File: src/rtl/cfg_pio_pkg.sv
package cfg_pio_pkg;
  localparam int TYPE_W = 4;
  localparam int CST_W  = 3;

  // register byte offsets
  localparam int OFS_CTRL  = 'h00;
  localparam int OFS_STAT  = 'h04;
  localparam int OFS_ALO   = 'h08;
  localparam int OFS_AHI   = 'h0C;
  localparam int OFS_WDAT  = 'h10;
  localparam int OFS_STRB  = 'h14;
  localparam int OFS_RDAT  = 'h18;
  localparam int OFS_START = 'h1C;
  localparam int OFS_DONE  = 'h20;
  localparam int OFS_MASK  = 'h24;

  // field positions that software decodes
  localparam int CTRL_WIN_BIT = 24;
  localparam int ST_CODE_LSB  = 7;
  localparam int ST_NP_BIT    = 0;

  localparam logic [CST_W-1:0] CST_OK = 3'd0;

  typedef enum logic [1:0] {SQ_IDLE, SQ_ISSUE, SQ_WAIT} sq_state_e;

  function automatic logic is_cfg(input logic [TYPE_W-1:0] t);
    return t[3:2] == 2'b10;
  endfunction

  function automatic logic is_cfg_rd(input logic [TYPE_W-1:0] t);
    return t[3:1] == 3'b100;
  endfunction
endpackage

File: src/rtl/cfg_pio_regs.sv
module cfg_pio_regs
  import cfg_pio_pkg::*;
#(
  parameter int DATA_W = 32,
  parameter int REG_AW = 6
) (
  input  logic                 clk,
  input  logic                 rst,
  input  logic                 reg_we,
  input  logic [REG_AW-1:0]    reg_addr,
  input  logic [DATA_W-1:0]    reg_wdata,
  output logic [DATA_W-1:0]    reg_rdata,
  output logic                 irq,
  output logic [TYPE_W-1:0]    ctl_type,
  output logic                 ctl_win,
  output logic [DATA_W-1:0]    adr_lo,
  output logic [DATA_W-1:0]    adr_hi,
  output logic [DATA_W-1:0]    wdat,
  output logic [DATA_W/8-1:0]  strb,
  output logic                 start_wr,
  output logic                 done_q,
  output logic                 mask_q,
  input  logic                 busy,
  input  logic                 done_set,
  input  logic [CST_W-1:0]     st_code,
  input  logic                 st_np,
  input  logic [DATA_W-1:0]    rdat
);
  localparam int STRB_W = DATA_W / 8;

  function automatic logic hit(input logic [REG_AW-1:0] a, input int ofs);
    return a == REG_AW'(ofs);
  endfunction

  logic wr_ctrl, wr_alo, wr_ahi, wr_wdat, wr_strb, wr_done, wr_mask;
  assign wr_ctrl  = reg_we && hit(reg_addr, OFS_CTRL);
  assign wr_alo   = reg_we && hit(reg_addr, OFS_ALO);
  assign wr_ahi   = reg_we && hit(reg_addr, OFS_AHI);
  assign wr_wdat  = reg_we && hit(reg_addr, OFS_WDAT);
  assign wr_strb  = reg_we && hit(reg_addr, OFS_STRB);
  assign wr_done  = reg_we && hit(reg_addr, OFS_DONE);
  assign wr_mask  = reg_we && hit(reg_addr, OFS_MASK);
  assign start_wr = reg_we && hit(reg_addr, OFS_START) && reg_wdata[0];

  always_ff @(posedge clk) begin
    if (rst) begin
      ctl_type <= '0;
      ctl_win  <= 1'b0;
      adr_lo   <= '0;
      adr_hi   <= '0;
      wdat     <= '0;
      strb     <= '0;
      mask_q   <= 1'b0;
      done_q   <= 1'b0;
    end else begin
      if (wr_ctrl) begin
        ctl_type <= reg_wdata[TYPE_W-1:0];
        ctl_win  <= reg_wdata[CTRL_WIN_BIT];
      end
      if (wr_alo)  adr_lo <= reg_wdata;
      if (wr_ahi)  adr_hi <= reg_wdata;
      if (wr_wdat) wdat   <= reg_wdata;
      if (wr_strb) strb   <= reg_wdata[STRB_W-1:0];
      if (wr_mask) mask_q <= reg_wdata[0];
      // completion has priority over a clearing write
      if (done_set)                    done_q <= 1'b1;
      else if (wr_done && reg_wdata[0]) done_q <= 1'b0;
    end
  end

  logic [DATA_W-1:0] rd_mux;
  always_comb begin
    rd_mux = '0;
    if (hit(reg_addr, OFS_CTRL)) begin
      rd_mux[TYPE_W-1:0]   = ctl_type;
      rd_mux[CTRL_WIN_BIT] = ctl_win;
    end
    if (hit(reg_addr, OFS_STAT)) begin
      rd_mux[ST_CODE_LSB +: CST_W] = st_code;
      rd_mux[ST_NP_BIT]            = st_np;
    end
    if (hit(reg_addr, OFS_ALO))   rd_mux = adr_lo;
    if (hit(reg_addr, OFS_AHI))   rd_mux = adr_hi;
    if (hit(reg_addr, OFS_WDAT))  rd_mux = wdat;
    if (hit(reg_addr, OFS_STRB))  rd_mux[STRB_W-1:0] = strb;
    if (hit(reg_addr, OFS_RDAT))  rd_mux = rdat;
    if (hit(reg_addr, OFS_START)) rd_mux[0] = busy;
    if (hit(reg_addr, OFS_DONE))  rd_mux[0] = done_q;
    if (hit(reg_addr, OFS_MASK))  rd_mux[0] = mask_q;
  end

  always_ff @(posedge clk) begin
    if (rst) begin
      reg_rdata <= '0;
      irq       <= 1'b0;
    end else begin
      reg_rdata <= rd_mux;
      irq       <= done_q && !mask_q;
    end
  end
endmodule

File: src/rtl/cfg_pio_shaper.sv
module cfg_pio_shaper
  import cfg_pio_pkg::*;
#(
  parameter int DATA_W = 32
) (
  input  logic [TYPE_W-1:0]   typ,
  input  logic [DATA_W-1:0]   adr_lo,
  input  logic [DATA_W-1:0]   adr_hi,
  input  logic [DATA_W/8-1:0] strb_in,
  output logic [2*DATA_W-1:0] adr_out,
  output logic [DATA_W/8-1:0] strb_out
);
  localparam int STRB_W = DATA_W / 8;
  localparam int OFS_W  = $clog2(STRB_W);

  always_comb begin
    adr_out = {adr_hi, adr_lo};
    if (is_cfg(typ)) begin
      adr_out[2*DATA_W-1:DATA_W] = '0;
      adr_out[OFS_W-1:0]         = '0;
    end
    strb_out = is_cfg_rd(typ) ? {STRB_W{1'b1}} : strb_in;
  end
endmodule

File: src/rtl/cfg_pio_seq.sv
module cfg_pio_seq
  import cfg_pio_pkg::*;
#(
  parameter int DATA_W = 32
) (
  input  logic                 clk,
  input  logic                 rst,
  input  logic                 start_wr,
  input  logic [TYPE_W-1:0]    typ_in,
  input  logic [2*DATA_W-1:0]  adr_in,
  input  logic [DATA_W-1:0]    wdat_in,
  input  logic [DATA_W/8-1:0]  strb_in,
  output logic                 req_valid,
  input  logic                 req_ready,
  output logic [TYPE_W-1:0]    req_type,
  output logic [2*DATA_W-1:0]  req_addr,
  output logic [DATA_W-1:0]    req_wdata,
  output logic [DATA_W/8-1:0]  req_strb,
  input  logic                 cpl_valid,
  input  logic [CST_W-1:0]     cpl_status,
  input  logic [DATA_W-1:0]    cpl_data,
  output logic                 busy,
  output logic                 in_wait,
  output logic                 done_set,
  output logic [CST_W-1:0]     st_code,
  output logic                 st_np,
  output logic [DATA_W-1:0]    rdat
);
  sq_state_e state;

  assign req_valid = (state == SQ_ISSUE);
  assign in_wait   = (state == SQ_WAIT);
  assign busy      = (state != SQ_IDLE);
  assign done_set  = in_wait && cpl_valid;

  always_ff @(posedge clk) begin
    if (rst) begin
      state     <= SQ_IDLE;
      req_type  <= '0;
      req_addr  <= '0;
      req_wdata <= '0;
      req_strb  <= '0;
      st_code   <= '0;
      st_np     <= 1'b0;
      rdat      <= '0;
    end else begin
      unique case (state)
        SQ_IDLE: if (start_wr) begin
          req_type  <= typ_in;
          req_addr  <= adr_in;
          req_wdata <= wdat_in;
          req_strb  <= strb_in;
          state     <= SQ_ISSUE;
        end
        SQ_ISSUE: if (req_ready) state <= SQ_WAIT;
        SQ_WAIT: if (cpl_valid) begin
          st_code <= cpl_status;
          st_np   <= req_type[3];
          rdat    <= (cpl_status == CST_OK) ? cpl_data : {DATA_W{1'b1}};
          state   <= SQ_IDLE;
        end
        default: state <= SQ_IDLE;
      endcase
    end
  end
endmodule

File: src/rtl/cfg_pio_engine.sv
module cfg_pio_engine
  import cfg_pio_pkg::*;
#(
  parameter int DATA_W = 32,
  parameter int REG_AW = 6
) (
  input  logic                 clk,
  input  logic                 rst,
  input  logic                 reg_we,
  input  logic [REG_AW-1:0]    reg_addr,
  input  logic [DATA_W-1:0]    reg_wdata,
  output logic [DATA_W-1:0]    reg_rdata,
  output logic                 req_valid,
  input  logic                 req_ready,
  output logic [3:0]           req_type,
  output logic [2*DATA_W-1:0]  req_addr,
  output logic [DATA_W-1:0]    req_wdata,
  output logic [DATA_W/8-1:0]  req_strb,
  input  logic                 cpl_valid,
  input  logic [2:0]           cpl_status,
  input  logic [DATA_W-1:0]    cpl_data,
  output logic                 irq
);
  localparam int STRB_W = DATA_W / 8;

  logic [TYPE_W-1:0]   ctl_type;
  logic                ctl_win;
  logic [DATA_W-1:0]   adr_lo, adr_hi, wdat, rdat;
  logic [STRB_W-1:0]   strb, strb_shaped;
  logic [2*DATA_W-1:0] adr_shaped;
  logic                start_wr, done_q, mask_q, busy, in_wait, done_set, st_np;
  logic [CST_W-1:0]    st_code;

  cfg_pio_regs #(.DATA_W(DATA_W), .REG_AW(REG_AW)) u_regs (
    .clk(clk), .rst(rst), .reg_we(reg_we), .reg_addr(reg_addr),
    .reg_wdata(reg_wdata), .reg_rdata(reg_rdata), .irq(irq),
    .ctl_type(ctl_type), .ctl_win(ctl_win), .adr_lo(adr_lo), .adr_hi(adr_hi),
    .wdat(wdat), .strb(strb), .start_wr(start_wr), .done_q(done_q),
    .mask_q(mask_q), .busy(busy), .done_set(done_set), .st_code(st_code),
    .st_np(st_np), .rdat(rdat)
  );

  cfg_pio_shaper #(.DATA_W(DATA_W)) u_shape (
    .typ(ctl_type), .adr_lo(adr_lo), .adr_hi(adr_hi), .strb_in(strb),
    .adr_out(adr_shaped), .strb_out(strb_shaped)
  );

  cfg_pio_seq #(.DATA_W(DATA_W)) u_seq (
    .clk(clk), .rst(rst), .start_wr(start_wr), .typ_in(ctl_type),
    .adr_in(adr_shaped), .wdat_in(wdat), .strb_in(strb_shaped),
    .req_valid(req_valid), .req_ready(req_ready), .req_type(req_type),
    .req_addr(req_addr), .req_wdata(req_wdata), .req_strb(req_strb),
    .cpl_valid(cpl_valid), .cpl_status(cpl_status), .cpl_data(cpl_data),
    .busy(busy), .in_wait(in_wait), .done_set(done_set), .st_code(st_code),
    .st_np(st_np), .rdat(rdat)
  );
endmodule

File: config.mk
export PLATFORM = sky130hd
export DESIGN_NAME = cfg_pio_engine
export DESIGN_NICKNAME = d
export VERILOG_FILES = /design/src/rtl/cfg_pio_pkg.sv /design/src/rtl/cfg_pio_regs.sv /design/src/rtl/cfg_pio_shaper.sv /design/src/rtl/cfg_pio_seq.sv /design/src/rtl/cfg_pio_engine.sv
export SDC_FILE = /design/constraint.sdc
export NUM_CORES = 1
export LEC_CHECK = 0
export BUFFER_PORTS_ARGS = -buffer_cell sky130_fd_sc_hd__buf_2
export CAP_MARGIN = 25
export CELL_PAD_IN_SITES_DETAIL_PLACEMENT = 0
export CELL_PAD_IN_SITES_GLOBAL_PLACEMENT = 1
export CORE_ASPECT_RATIO = 1.25
export CORE_MARGIN = 2
export CORE_UTILIZATION = 34
export CTS_CLUSTER_SIZE = 40
export DETAILED_ROUTE_END_ITERATION = 16
export PLACE_DENSITY_LB_ADDON = 0.1
export SYNTH_ARGS = -nofsm -noshare
export SYNTH_HDL_FRONTEND = slang
export SYNTH_SLANG_ARGS = --single-unit
File: constraint.sdc
create_clock -name clk -period 1.65 [get_ports clk]
set_input_delay 0.165 -clock clk [delete_from_list [all_inputs] [get_ports clk]]
set_output_delay 0.165 -clock clk [all_outputs]
set_load 0.01 [all_outputs]
== Word-level counts from Yosys, hierarchy flattened ==
Index checks and enable logic that the tools add are counted.
W data, S select, Z words.

* Flip-flop bits (word level): 282
* Input bits: 78
* Output and inout bits: 138
* Logic and storage cells: 77

* Equality and inequality tests: 16
* Muxes and demuxes: 22
* Reduce and logical (&&, ||, !) cells: 21

{| class="wikitable"
|+ Operators with widths
! cell !! count
|-
| $mux W32 || 6
|-
| $eq A6 B5 Y1 const B || 4
|-
| $eq A6 B4 Y1 const B || 2
|-
| $eq A6 B6 Y1 const B || 2
|-
| $logic_and A1 B1 Y1 || 12
|-
| $mux W4 || 3
|-
| $mux W2 || 4
|-
| $mux W1 || 7
|-
| $eq A6 B3 Y1 const B || 1
|-
| $logic_not A6 Y1 || 1
|-
| $pmux W2 S3 || 1
|-
| $eq A2 B2 Y1 const B || 2
|-
| $ne A2 B2 Y1 const B || 2
|-
| $reduce_and A2 Y1 || 2
|-
| $reduce_bool A2 Y1 || 2
|-
| $eq A3 B3 Y1 const B || 1
|-
| $logic_not A3 Y1 || 1
|-
| $mux W3 || 1
|-
| $reduce_and A3 Y1 || 1
|-
| $eq A2 B1 Y1 const B || 1
|-
| $logic_not A2 Y1 || 1
|-
| $ne A2 B1 Y1 const B || 1
|-
| $logic_not A1 Y1 || 1
|}

== Depth between registers and ports, before layout ==
Gate-level depths: netlist of run 1.

* Depth after elaboration: 11
* Depth in mapped cells: 8
* Mapped depth without buffers: 4

== Modules after synthesis ==
A second synthesis of run 1 with hierarchy kept.

* Cell total of the unflattened synthesis: 1355
* Area total of the unflattened synthesis: 12622.1 µm²

{| class="wikitable"
|+ Modules (own cells, without submodules)
! module !! instances !! cells each !! area each (µm²) !! sequential area each (µm²)
|-
| cfg_pio_seq || 1 || 625 || 6306.0 || 2842.7
|-
| cfg_pio_regs || 1 || 657 || 5745.5 || 2802.7
|-
| cfg_pio_shaper || 1 || 73 || 570.5 || 0.0
|}

== Worst setup path after synthesis of run 1 ==
OpenSTA, ideal clock, no wires.

* Path kind: register -> register
* Start: register u_seq.state[0]
* End: register u_seq.rdat[10]
* Setup time: 0.132 ns
* Data arrival time: 1.406 ns
* Required time: 1.518 ns
* Slack: 0.112 ns
* Stages on the path, launching flop included: 7
* Path buffers: 2
* Period minus slack after synthesis: 1.538 ns
* Cell sequence: dfxtp_1 nand3b_1 or4_1 clkbuf_1 clkbuf_1 nor2_1 nor3_1

* Cells in the longest elaborated chain, start to end: 2

{| class="wikitable"
|+ RTL lines
! what !! RTL line !! RTL
|-
| start: declaration || cfg_pio_seq.sv:29 || <nowiki>sq_state_e state;</nowiki>
|-
| start signal: assignment || cfg_pio_seq.sv:38 || <nowiki>state <= SQ_IDLE;</nowiki>
|-
| start signal: assignment || cfg_pio_seq.sv:53 || <nowiki>state <= SQ_ISSUE;</nowiki>
|-
| start signal: assignment || cfg_pio_seq.sv:55 || <nowiki>SQ_ISSUE: if (req_ready) state <= SQ_WAIT;</nowiki>
|-
| $eq A2 B2 Y1 || cfg_pio_seq.sv:47 || <nowiki>unique case (state)</nowiki>
|-
| $reduce_and A2 Y1 (no line) || n/a ||
|-
| end signal: assignment || cfg_pio_seq.sv:59 || <nowiki>rdat <= (cpl_status == CST_OK) ? cpl_data : {DATA_W{1'b1}};</nowiki>
|-
| end: declaration || cfg_pio_seq.sv:27 || <nowiki>output logic [DATA_W-1:0] rdat</nowiki>
|}

Every way passes these cells.
A chain may end at the register's enable or synchronous reset.

== Final worst setup path of run 1 ==
* Start: register u_seq.state[1]
* End: register u_seq.req_addr[50]

* Cells in the longest elaborated chain, start to end: 2

{| class="wikitable"
|+ RTL lines
! what !! RTL line !! RTL
|-
| $logic_not A2 Y1 || cfg_pio_seq.sv:47 ||
|-
| $reduce_and A2 Y1 (no line) || n/a ||
|-
| end signal: assignment || cfg_pio_seq.sv:50 || <nowiki>req_addr <= adr_in;</nowiki>
|-
| end: declaration || cfg_pio_seq.sv:16 || <nowiki>output logic [2*DATA_W-1:0] req_addr,</nowiki>
|}

Every way passes these cells.

==> results of run 1 <==
-- where the power goes --
part           internal, µW  switching, µW  total (µW)
clock network          4290           2710        7010
registers              6820           11.9        6840
logic                   287            340         627
-- worst min-delay path: stages --
cell and delay, ns:
buf_2 0.18, o31ai_1 0.10, a21oi_1 0.12
-- metal layers --
metal / vias up / global-route usage (%) / wire length, µm
li1: 4959 / - / -
met1: 4747 / 30.2 / 16900
met2: 259 / 37.3 / 17800
met3: 57 / 2.25 / 1620
met4: 0 / 6.76 / 966
met5: - / 0 / 0
-- repair_timing --
item,CTS,global route
buffers inserted,0,6
gates resized for setup,0,2
endpoints found under the hold margin,150,0
endpoints found under the setup margin,0,11
hold buffers,71,0
-- Yosys cell counts, types with 2 or more instances --
library cell    n
o31ai_2         5
o2bb2ai_1       6
nand2_1       374
a22oi_1        35
a21oi_1       219
nand3b_1       12
a31oi_1         2
and2_1          3
and3_1          4
nor2_1         92
o21ai_0        13
o31ai_1         7
nand3_1        39
mux2i_1        14
nor2b_1         3
nand2b_1        3
clkbuf_1       68
buf_2          37
a221oi_2        5
a22o_1          2
buf_4           5
nor3_1         44
dfxtp_1       282
a221oi_1        6
-- sequential cells by signal, summed over array words and instances (netlist names), 4 cells and up --
signal,flops
u_seq.req_addr,64
u_regs.adr_hi,32
u_regs.adr_lo,32
u_regs.reg_rdata,32
u_regs.wdat,32
u_seq.rdat,32
u_seq.req_wdata,32
u_regs.ctl_type,4
u_regs.strb,4
u_seq.req_strb,4
u_seq.req_type,4
-- cell type report --
type / instances / share of cell area (%)
flip-flops and latches: 282 / 38.9
clock buffers: 50 / 6.46
repair buffers: 370 / 19.9
well taps: 407 / 3.51
multi-input cells: 905 / 30.6
clock inverters: 3 / 0.621
-- cells by family (layout without fill, tap and decap cells) --
group	count (synthesis)	count (layout)	synth area share, %
simple gates	586	586	23.3
compound gates	303	303	16.8
flops	282	282	53.5
buf+inv	112	423	4.67
mux	16	16	1.65
-- through the flow --
step / util (%) / TNS (ns)
floorplan: - / 0
global placement: 41.2 / -0.911
detailed placement: 41.2 / -1.09
CTS: 46.8 / 0
global route: 47.2 / -0.0214
finish: 47.2 / 0
-- worst paths after layout --
check / start / end / slack (ns) / cells past startpoint
max: u_seq.state[1]$_SDFFE_PP0P_ / u_seq.req_addr[50]$_SDFFE_PP0P_ / 0.05 / 6
min: reg_addr[2] / u_regs.done_q$_SDFFE_PP0P_ / 0.04 / 3
max reg2reg: u_seq.state[1]$_SDFFE_PP0P_ / u_seq.req_addr[50]$_SDFFE_PP0P_ / 0.05 / 6
min reg2reg: u_seq.req_addr[2]$_SDFFE_PP0P_ / u_seq.req_addr[2]$_SDFFE_PP0P_ / 0.45 / 2
==> impl_metrics.yaml, run 1 <==
synth:
  synth_flop_cell: "dfxtp_1"
  yosysUniqueCellTypes: 43
  ys_seq_elements: 282
  synth_edf_count: 0
  ys_warn_count: 0
  synth.area.top_cells: "dfxtp_1 (54%), nand2_1 (13%), a21oi_1 (10%), nor2_1 (3.3%), a22oi_1 (2.5%)"
  syn_nets: 1377
  synth_area_per_cell_um2: 8.12
  async_flop_share_pct: 0
  ys_seq_area_share_pct: 53.5
  synth_top_area_share_pct: 53.5
  synth_area_mm2: 0.0105
  synth_top_cell_by_area: "dfxtp_1"
  synthCells: 1299
detailed_routing:
  drtAntennaViolNets: 0
  drc: 0
  drt_pre_antenna_iters: 5
  num_vias: 10022
  routedWlPerCell_um: 18.5
  viasPerCell: 4.97
  drtIter0Drc: 569
  wl_um: 37300
placed_design:
  placed_cells: 1885
  postPlaceCellArea_mm2: 0.0126
  hpwl_um: 25100
  io_buffers: 215
  gp_congestion: 0.814
  preCtsSetupSlack_ns: -0.121
worst_setup_path:
  endpoint_kind: "register"
  crit_arrival_ns: 2.07
  critPathSlowestCell: "dfxtp_1"
  start_kind: "register"
  cpPeakStageDelay_ns: 0.34
  crit_buf_inv: 2
  path_cells: "and4bb_2 > and4_4 > buf_12 > buf_12 > nand3_1 > a21oi_1"
  worstPathMaxFanout: 20
  required_ns: 2.13
  critical_path_class: "reg -> reg"
  critPathMostFrequentCell: "buf_12"
  crit_family: "simple AND/OR/NAND/NOR gates"
worst_hold_path:
  hold_class: "in -> reg"
finish:
  multi_input_area_mm2: 0.00444
  ff_latch_area_mm2: 0.00565
  num-fill-cells: 3108
  fin_cells: 2017
  areaGrowthSynthToFinish_pct: 37.6
  final_common_cell: "nand2_1"
  final_area_mm2: 0.0145
  drive_above_1_share_pct: 23.0
  final_cell_mix: "nand2_1 (374), dfxtp_1 (282), a21oi_1 (218)"
  final_nets: 1668
  antennaDiodeCount: 0
power:
  ir_worst_vdd_uv: 635
  powerDensity_mw_per_mm2: 997
  p_leak_uw: 0.00562
  finalPower_uw: 14500
timing:
  setup_ws_ns: 0.0549
  timing.fmax_mhz: 627
  final.min_clock_period_ns: 1.60
  rsz0062_at_grt: "yes"
  worst_slew_pin_slew_ns: 0.460
  slew_violations: 0
  fin_worst_skew_ns: 0.0119
  period_share_pct: 96.7
  hold_violations: 0
  slew_headroom_pct: 69.3
  finalSetupViolations: 0
  hold_slack_ns: 0.0421
global_routing:
  grt_util_all_layers_pct: 22.2
  grt_max_degree: 55
  overflow: 0
  grt_pass1_vias: 9775
  antenna_found_initial: 0
  grt_pass1_wl_um: 57200
clock_network:
  cts.sinks: 282
  cts_tree: "yes"
  cts_buffer_depth: 3
  cts.clk_slew.worst_paths_ns: 0.06
  cts-root-buf: "clkbuf_16"
  htree_levels: 1
  clk_latency_ns: 0.56
  numCtsBuffers: 31
floorplanning:
  fp.dieH_um: 201
  start_util_pct: 34.3
  fp.dieW_um: 162
  rows: 72
  fp.dieArea_mm2: 0.0325
  placeableCoreArea_mm2: 0.0307
  ios: 216
job:
  maxCapViolations: 0
status:
  status: "finished, final reports clean"
Note: power is estimated with default switching activity, not from simulation.
==> run 2, diff against run 1 <==
- REMOVE_ABC_BUFFERS: not set -> 1
- clock period: 1.65 -> 1.7 ns (I/O delays scaled with it)
==> run 2 against run 1 <==
- worst setup slack worse by 0.045 ns
- sequential cell count stayed put
- combinational power is 2% lower
- core utilization is 0.077 points higher
- power is 2.0% lower
- critical path depth is 1 higher
- clock skew is 0.0038 ns lower
- global-route usage hardly changed
- clock power is 1% lower
- cell area is 0.16% higher
- worst hold slack better by 0.021 ns
- final cell count is 0.25% lower
- highest routed layer unchanged
==> impl_metrics.yaml, run 2 (synthesis gave the netlist of run 1 again) <==
floorplanning:
  fp.dieArea_mm2: 0.0325
  ios: 216
  fp.dieW_um: 162
  start_util_pct: 34.3
  rows: 72
  fp.dieH_um: 201
  placeableCoreArea_mm2: 0.0307
clock_network:
  cts.clk_slew.worst_paths_ns: 0.06
  cts.sinks: 282
  numCtsBuffers: 30
  cts-root-buf: "clkbuf_16"
  htree_levels: 1
  cts_buffer_depth: 3
  clk_latency_ns: 0.56
  cts_tree: "yes"
timing:
  slew_violations: 0
  period_share_pct: 99.4
  rsz0062_at_grt: "yes"
  hold_violations: 0
  worst_slew_pin_slew_ns: 0.435
  finalSetupViolations: 0
  slew_headroom_pct: 70.9
  final.min_clock_period_ns: 1.69
  fin_worst_skew_ns: 0.00808
  finalSetupTns_ns: 0
  timing.fmax_mhz: 592
global_routing:
  antenna_found_initial: 0
  use_met1_pct: 29.2
  grt_max_degree: 52
  gr-usage-met3_pct: 2.91
  busiest_layer: "met2"
  met2_usage_pct: 38.6
  grt_pass1_wl_um: 56500
  overflow: 0
  grt_util_all_layers_pct: 22.2
  grt_pass1_vias: 9745
worst_setup_path:
  reg2reg_from: "u_seq.state[0]$_SDFFE_PP0P_"
  cpPeakStageDelay_ns: 0.35
  crit_arrival_ns: 2.19
  r2r_end: "u_seq.req_addr[38]$_SDFFE_PP0P_"
  path_cells: "buf_6 > and4bb_2 > and4_4 > buf_4 > buf_12 > nand3_1 > a21oi_1"
  start_kind: "register"
  critPathSlowestCell: "and4_4"
  endpoint_kind: "register"
  critical_path_class: "reg -> reg"
  crit_buf_inv: 3
  worstPathMaxFanout: 14
  crit_family: "simple AND/OR/NAND/NOR gates"
  reg2regPathDepth: 7
  rrSetupSlack_ns: 0.01
  required_ns: 2.20
detailed_routing:
  drtIter0Drc: 610
  viasPerCell: 4.97
  drc: 0
  drt_pre_antenna_iters: 7
  drtAntennaViolNets: 0
  routedWlPerCell_um: 18.7
  num_vias: 10008
  wl_um: 37700
job:
  maxCapViolations: 0
worst_hold_path:
  min_path_cells: 3
  holdPathEnd: "u_regs.done_q$_SDFFE_PP0P_"
  hold_class: "in -> reg"
  hold_start: "reg_addr[2]"
finish:
  multi_input_area_mm2: 0.00450
  final_nets: 1662
  antennaDiodeCount: 0
  areaGrowthSynthToFinish_pct: 37.8
  final_common_cell: "nand2_1"
  largest_register_ffs: 64
  regMostFlops: "u_seq.req_addr"
  final_cell_mix: "nand2_1 (374), dfxtp_1 (281), buf_2 (214)"
  fin_cells: 2012
  ff_latch_area_mm2: 0.00565
  final_area_mm2: 0.0145
  num-fill-cells: 3099
  drive_above_1_share_pct: 24.2
placed_design:
  io_buffers: 215
  postPlaceCellArea_mm2: 0.0126
  gp_congestion: 0.784
  placed_cells: 1882
  hpwl_um: 23700
power:
  p_leak_uw: 0.00561
  finalPower_uw: 14200
  powerDensity_mw_per_mm2: 976
  ir_worst_vdd_uv: 630
status:
  status: "finished, final reports clean"
[run 2: how the worst max path moves through the flow]
stage,from,endpoint,slack [ns],depth (start not counted)
after global routing,u_seq.state[0]$_SDFFE_PP0P_,u_seq.req_addr[38]$_SDFFE_PP0P_,-0.06,7
after floorplan,reg_addr[1],u_seq.req_strb[0]$_SDFFE_PP0P_,-2.23,4
after global placement,reg_addr[1],u_regs.reg_rdata[6]$_SDFF_PP0_,-0.20,7
final,u_seq.state[0]$_SDFFE_PP0P_,u_seq.req_addr[38]$_SDFFE_PP0P_,0.01,7
after detailed placement,reg_addr[1],u_regs.reg_rdata[17]$_SDFF_PP0_,-0.17,7
after CTS,u_seq.state[0]$_SDFFE_PP0P_,u_seq.req_strb[0]$_SDFFE_PP0P_,0.02,6
[run 2: final cells by class]
| class | instances | share of cell area, % |
|---|---|---|
| sequential | 282 | 38.9 |
| multi-input combinational | 905 | 30.9 |
| clock buffer | 43 | 6.13 |
| timing repair buffer | 365 | 19.5 |
| clock inverter | 10 | 1.05 |
| tap | 407 | 3.50 |
[run 2: power breakdown]
group	leakage, µW	switching [µW]	internal [µW]	total, µW
Clock	0.000514	2720	4210	6940
Combinational	0.00282	335	278	613
Sequential	0.00227	10.2	6620	6630
Total	0.00561	3070	11100	14200
[run 2: routing by layer]
layer  part of all wire, %  vias to the layer above
met5                     0                        -
met2                    50                      218
met3                   4.2                       35
met1                    44                     4822
li1                      -                     4933
met4                   1.6                        0
[run 2: per-stage QoR]
step                utilization, %  worst slack, ns  hold WS (ns)
floorplan                        -            -2.23         0.239
CTS                           46.6           0.0152        0.0399
detailed placement            40.9           -0.168         0.440
finish                        47.3          0.00967        0.0631
global route                  47.3          -0.0564        0.0640
global placement              40.9           -0.201         0.438
[run 2: what timing repair did]
| item | in CTS | in global routing |
|---|---|---|
| gates resized for setup | 1 | 25 |
| buffers inserted | 0 | 4 |
| pin swaps | 0 | 7 |
| hold endpoints to repair | 146 | 0 |
| gates cloned | 0 | 3 |
| hold buffers | 70 | 0 |
| setup endpoints to repair | 51 | 76 |
[run 2: tightest hold or removal path: stages]
cell and delay (ns):
buf_2 0.18, o31ai_1 0.10, a21oi_1 0.13
